File: src/rtl/scan_pkg.sv
package scan_pkg;

    localparam int unsigned DEF_PAGES = 8;
    localparam int unsigned DEF_COLS  = 128;
    localparam int unsigned DEF_PIX   = 8;

    // Scan-wide settings captured on an accepted start
    typedef struct packed {
        logic seg_rev;   // mirror column index
        logic com_rev;   // mirror page index and reverse bits
        logic disp_on;   // emit reads and beats
        logic invert;    // background invert flag
    } scan_cfg_t;

    localparam scan_cfg_t CFG_RESET = '{seg_rev: 1'b0, com_rev: 1'b0,
                                        disp_on: 1'b0, invert: 1'b0};

    typedef enum logic {
        ST_IDLE = 1'b0,
        ST_RUN  = 1'b1
    } scan_state_t;

endpackage

File: src/rtl/scan_seq.sv
module scan_seq
    import scan_pkg::*;
#(
    parameter int unsigned PAGES = DEF_PAGES,
    parameter int unsigned COLS  = DEF_COLS,
    localparam int unsigned PG_W  = $clog2(PAGES),
    localparam int unsigned COL_W = $clog2(COLS)
) (
    input  logic             clk,
    input  logic             rst,
    input  logic             start,
    input  scan_cfg_t        cfg_in,
    output logic             busy,
    output logic             last,
    output logic [PG_W-1:0]  page,
    output logic [COL_W-1:0] col,
    output scan_cfg_t        cfg
);
    localparam logic [PG_W-1:0]  PG_LAST  = PG_W'(PAGES - 1);
    localparam logic [COL_W-1:0] COL_LAST = COL_W'(COLS - 1);

    scan_state_t state;

    assign busy = (state == ST_RUN);
    assign last = busy && (page == PG_LAST) && (col == COL_LAST);

    always_ff @(posedge clk) begin
        if (rst) begin
            state <= ST_IDLE;
            page  <= '0;
            col   <= '0;
            cfg   <= CFG_RESET;
        end else begin
            case (state)
                ST_IDLE: begin
                    if (start) begin
                        state <= ST_RUN;
                        page  <= '0;
                        col   <= '0;
                        cfg   <= cfg_in;
                    end
                end
                ST_RUN: begin
                    if (last) begin
                        state <= ST_IDLE;
                    end else if (col == COL_LAST) begin
                        col  <= '0;
                        page <= page + 1'b1;
                    end else begin
                        col <= col + 1'b1;
                    end
                end
                default: state <= ST_IDLE;
            endcase
        end
    end
endmodule

File: src/rtl/scan_map.sv
module scan_map
    import scan_pkg::*;
#(
    parameter int unsigned PAGES = DEF_PAGES,
    parameter int unsigned COLS  = DEF_COLS,
    localparam int unsigned PG_W   = $clog2(PAGES),
    localparam int unsigned COL_W  = $clog2(COLS),
    localparam int unsigned ADDR_W = $clog2(PAGES * COLS)
) (
    input  logic [PG_W-1:0]   page,
    input  logic [COL_W-1:0]  col,
    input  scan_cfg_t         cfg,
    output logic [ADDR_W-1:0] addr
);
    localparam logic [PG_W-1:0]  PG_LAST  = PG_W'(PAGES - 1);
    localparam logic [COL_W-1:0] COL_LAST = COL_W'(COLS - 1);

    logic [PG_W-1:0]  src_page;
    logic [COL_W-1:0] src_col;

    always_comb begin
        src_page = cfg.com_rev ? (PG_LAST - page) : page;
        src_col  = cfg.seg_rev ? (COL_LAST - col) : col;
        addr     = ADDR_W'(src_page) * ADDR_W'(COLS) + ADDR_W'(src_col);
    end
endmodule

File: src/rtl/scan_fmt.sv
module scan_fmt
    import scan_pkg::*;
#(
    parameter int unsigned PAGES = DEF_PAGES,
    parameter int unsigned COLS  = DEF_COLS,
    parameter int unsigned PIX   = DEF_PIX,
    localparam int unsigned PG_W  = $clog2(PAGES),
    localparam int unsigned COL_W = $clog2(COLS)
) (
    input  logic             clk,
    input  logic             rst,
    input  logic             rd_issue,
    input  logic             last,
    input  logic [PG_W-1:0]  page,
    input  logic [COL_W-1:0] col,
    input  logic             flip_bits,
    input  logic [PIX-1:0]   rd_data,
    output logic             pix_valid,
    output logic [PIX-1:0]   pix_data,
    output logic [PG_W-1:0]  pix_page,
    output logic [COL_W-1:0] pix_col,
    output logic             done
);
    logic           valid_q, last_q, flip_q;
    logic [PIX-1:0] swapped;

    // Mirror the pixel column: top pixel becomes bottom pixel
    for (genvar i = 0; i < PIX; i++) begin : g_swap
        assign swapped[i] = rd_data[PIX-1-i];
    end

    always_ff @(posedge clk) begin
        if (rst) begin
            valid_q  <= 1'b0;
            last_q   <= 1'b0;
            flip_q   <= 1'b0;
            done     <= 1'b0;
            pix_page <= '0;
            pix_col  <= '0;
        end else begin
            valid_q  <= rd_issue;
            last_q   <= last;
            flip_q   <= flip_bits;
            done     <= last_q;
            pix_page <= page;
            pix_col  <= col;
        end
    end

    assign pix_valid = valid_q;
    assign pix_data  = !valid_q ? '0 : (flip_q ? swapped : rd_data);
endmodule

File: src/rtl/oled_scanout.sv
module oled_scanout
    import scan_pkg::*;
#(
    parameter int unsigned PAGES = DEF_PAGES,
    parameter int unsigned COLS  = DEF_COLS,
    parameter int unsigned PIX   = DEF_PIX,
    localparam int unsigned PG_W   = $clog2(PAGES),
    localparam int unsigned COL_W  = $clog2(COLS),
    localparam int unsigned ADDR_W = $clog2(PAGES * COLS)
) (
    input  logic              clk,
    input  logic              rst,
    input  logic              start,
    input  logic              seg_rev,
    input  logic              com_rev,
    input  logic              disp_on,
    input  logic              invert,
    output logic              mem_rd_en,
    output logic [ADDR_W-1:0] mem_addr,
    input  logic [PIX-1:0]    mem_rd_data,
    output logic              pix_valid,
    output logic [PIX-1:0]    pix_data,
    output logic [PG_W-1:0]   pix_page,
    output logic [COL_W-1:0]  pix_col,
    output logic              invert_o,
    output logic              done
);
    scan_cfg_t        cfg_in, cfg;
    logic             busy, last;
    logic [PG_W-1:0]  page;
    logic [COL_W-1:0] col;

    assign cfg_in = '{seg_rev: seg_rev, com_rev: com_rev,
                      disp_on: disp_on, invert: invert};

    scan_seq #(.PAGES(PAGES), .COLS(COLS)) u_seq (
        .clk    (clk),
        .rst    (rst),
        .start  (start),
        .cfg_in (cfg_in),
        .busy   (busy),
        .last   (last),
        .page   (page),
        .col    (col),
        .cfg    (cfg)
    );

    scan_map #(.PAGES(PAGES), .COLS(COLS)) u_map (
        .page (page),
        .col  (col),
        .cfg  (cfg),
        .addr (mem_addr)
    );

    assign mem_rd_en = busy && cfg.disp_on;
    assign invert_o  = cfg.invert;

    scan_fmt #(.PAGES(PAGES), .COLS(COLS), .PIX(PIX)) u_fmt (
        .clk       (clk),
        .rst       (rst),
        .rd_issue  (mem_rd_en),
        .last      (last),
        .page      (page),
        .col       (col),
        .flip_bits (cfg.com_rev),
        .rd_data   (mem_rd_data),
        .pix_valid (pix_valid),
        .pix_data  (pix_data),
        .pix_page  (pix_page),
        .pix_col   (pix_col),
        .done      (done)
    );
endmodule

File: config.mk
export PLATFORM = sky130hd
export DESIGN_NAME = oled_scanout
export DESIGN_NICKNAME = d
export VERILOG_FILES = /design/src/rtl/scan_pkg.sv /design/src/rtl/scan_seq.sv /design/src/rtl/scan_map.sv /design/src/rtl/scan_fmt.sv /design/src/rtl/oled_scanout.sv
export SDC_FILE = /design/constraint.sdc
export NUM_CORES = 1
export LEC_CHECK = 0
export CORE_UTILIZATION = 50
export CTS_BUF_LIST = sky130_fd_sc_hd__clkbuf_4 sky130_fd_sc_hd__clkbuf_8
export DETAILED_ROUTE_END_ITERATION = 8
export DONT_BUFFER_PORTS = 1
export PLACE_DENSITY_LB_ADDON = 0.08
export SETUP_SLACK_MARGIN = 0.1
export SKIP_CTS_REPAIR_TIMING = 1
export SLEW_MARGIN = 10
export SYNTH_ARGS = -nofsm -noshare
export SYNTH_HDL_FRONTEND = slang
export SYNTH_SLANG_ARGS = --single-unit
File: constraint.sdc
create_clock -name clk -period 2.5 [get_ports clk]
set_input_delay 0.25 -clock clk [delete_from_list [all_inputs] [get_ports clk]]
set_output_delay 0.25 -clock clk [all_outputs]
set_load 0.05 [all_outputs]
==> reports/qor.csv <==
metric,value,unit
met1Wirelength,1070,microns
rrSetupSlack,0.82,ns
drtAntennaViolNets,0,
drt_iter0_drc,12,
drive_gt1_share,19.0,%
min_from,seg_rev,
gp_congestion,0.787,
cts.clk_slew.worst_paths,0.09,ns
min_to,u_seq.cfg[3],
reg2reg_to,u_seq.col[5],
fill_cells,216,
rsz0062_at_grt,no,
port_buffers,0,
crit_required,2.25,ns
dr.pass1.iters,4,
reg2regPathDepth,6,
p_comb_share,11.8,%
pwr-share-seq,54.2,%
p_per_area,604,mW/mm^2
p_leak,0.663,nW
holdPathStages,2,
cp_max_fo,9,
clock_skew,0.00847,ns
clkPwrFrac,34.0,%
synth_area,0.00130,sq mm
grt_overflow_total,0,
p_int,0.669,mW
cts_tree,yes,
peakVddDrop,0.435,mV
synthDistinctLibCells,28,
critPathLaunchType,flip-flop,
dp.cells,179,
grt_pass1_vias,782,
switching_power,0.247,mW
clockBufferDepth,2,
sw_frac_of_total,26.9,%
critPathArrivalTime,1.50,ns
drt-wirelength-per-cell,12.3,microns
setup_viol,0,
insertion_delay,0.31,ns
status,"finished, final reports clean",
period_minus_slack,1.75,ns
n_antenna_cell,0,
fin_nets,175,
setup-tns-final,0,ns
drv_cap,0,
rows,18,
dieWidth,52.9,microns
cts-htree-levels,2,
worst_setup_path_end_kind,primary output,
drv_slew,0,
hold_class,input pin to flip-flop,
relSlewSlack,50.6,%
drc,0,
period_share,70.0,%
synthesis.instances,137,
met3_wirelength,205,microns
grt_max_degree,24,
synth_fp_nets,155,
final_cells,188,
dieArea,0.00280,sq mm
synth_warnings,0,
syn_area_per_cell,9.46,sq um
clockRootBuffer,clkbuf_4,
final_cell_mix,"dfxtp_1, nor2b_1, buf_4",
final_common_cell,dfxtp_1,
hold_ws,0.0671,ns
wl,2310,microns
topRoutingLayerUsed,met4,
vias_per_cell,5.19,
met2WireLength,1020,microns
core,0.00245,sq mm
critPathKind,flip-flop to primary output,
num_vias,976,
syn2layout_area_growth,17.0,%
antenna_found_initial,0,
synth-seq-area-share,44.8,%
dp_hpwl,1690,microns
cts.sinks,29,
r2r_start,u_seq.page[0],
grt_usage,17.5,%
cts_buffers,5,
ios,47,
grt_pass1_wl,3430,microns
die_h,52.9,microns
worstMarginPinSlew,0.739,ns
synth-seq-cells,29,
finalPower,0.916,mW
start_util,52.8,%
hold_viol,0,
clock.fmax,0.571,GHz
## worst max-delay path by stage
stage / start / to / slack, ns / cells past startpoint
final: u_fmt.pix_valid / pix_data[5] / 0.75 / 2
after detailed placement: u_seq.page[0] / u_seq.col[5] / 0.82 / 6
after global routing: u_fmt.pix_valid / pix_data[4] / 0.65 / 2
after floorplan: u_fmt.pix_valid / pix_data[0] / 0.78 / 1
after global placement: u_seq.page[0] / u_seq.col[5] / 0.90 / 6
after CTS: u_fmt.pix_valid / pix_data[5] / 0.72 / 2
## cell type report
cell class	count	area, sq um	area share, %
inverter	1	3.75	0.248
clock buffer	7	65.1	4.29
sequential	29	581	38.3
multi-input combinational	101	679	44.8
clock inverter	1	5.00	0.330
timing repair buffer	19	145	9.57
tap	30	37.5	2.48
## sequential cells by signal, summed over array words and instances, names as in the netlist
register / cells
u_fmt.pix_col: 7
u_seq.col: 7
u_seq.cfg: 4
u_fmt.pix_page: 3
u_seq.page: 3
u_fmt.done: 1
u_fmt.flip_q: 1
u_fmt.last_q: 1
u_fmt.pix_valid: 1
u_seq.busy: 1
## cell families after synthesis
group | synth area share (%)
muxes | 6.18
adders and majority gates | 2.90
AOI/OAI and AO/OA | 9.07
and+or+nand+nor | 24.8
buffers and inverters | 2.80
DFF | 44.8
xor gates and xnor gates | 9.46
## stage by stage
step	utilization, %	cell area (sq um)	worst slack (ns)
detailed placement	58.5	1440	0.823
finish	61.8	1520	0.749
floorplan	-	1300	0.780
global placement	58.5	1440	0.898
CTS	61.4	1510	0.717
global route	61.8	1520	0.654
## metal layers
metal  up-vias  global-route usage [%]
li1        497                       -
met1       443                    21.7
met2        34                    26.4
met3         2                    8.62
met4         0                    5.26
met5         -                       0
## synth_stat cells
| cell type | n | area share [%] |
|---|---|---|
| mux2i_1 | 8 | 6.2 |
| o221ai_1 | 1 | 0.68 |
| nand2_1 | 15 | 4.3 |
| o2111a_1 | 2 | 1.7 |
| dfxtp_1 | 29 | 45 |
| nor3_1 | 2 | 0.77 |
| a32o_1 | 1 | 0.77 |
| nand4b_1 | 1 | 0.68 |
| nand3_1 | 2 | 0.77 |
| nand4_2 | 2 | 1.9 |
| buf_2 | 2 | 0.77 |
| o21ai_1 | 2 | 0.77 |
| a31oi_1 | 1 | 0.48 |
| xor2_1 | 14 | 9.5 |
| o22ai_2 | 1 | 0.97 |
| buf_6 | 1 | 0.87 |
| or2_1 | 1 | 0.48 |
| nor2_1 | 10 | 2.9 |
| or4_1 | 1 | 0.58 |
| ha_1 | 3 | 2.9 |
| o31ai_1 | 1 | 0.58 |
| clkbuf_1 | 3 | 0.87 |
| inv_1 | 1 | 0.29 |
| nor2b_1 | 21 | 10 |
| or3_1 | 1 | 0.48 |
| nand3_2 | 1 | 0.77 |
| a21oi_1 | 8 | 3.1 |
| and2_1 | 2 | 0.97 |
## worst max-delay path, stage by stage, from the launching register on
cell     delay, ns
dfxtp_1       0.74
nor2b_1       0.23
buf_4         0.22
## power by group through the flow
stage          clock [mW]  combinational [mW]  sequential, mW
6_report            0.312               0.108           0.496
4_1_cts             0.322               0.104           0.496
3_5_place_dp            0               0.103           0.507
5_1_grt             0.350               0.116           0.498
2_1_floorplan           0              0.0914           0.497
3_3_place_gp            0               0.103           0.507
Note: power is estimated with default switching activity, not from simulation.
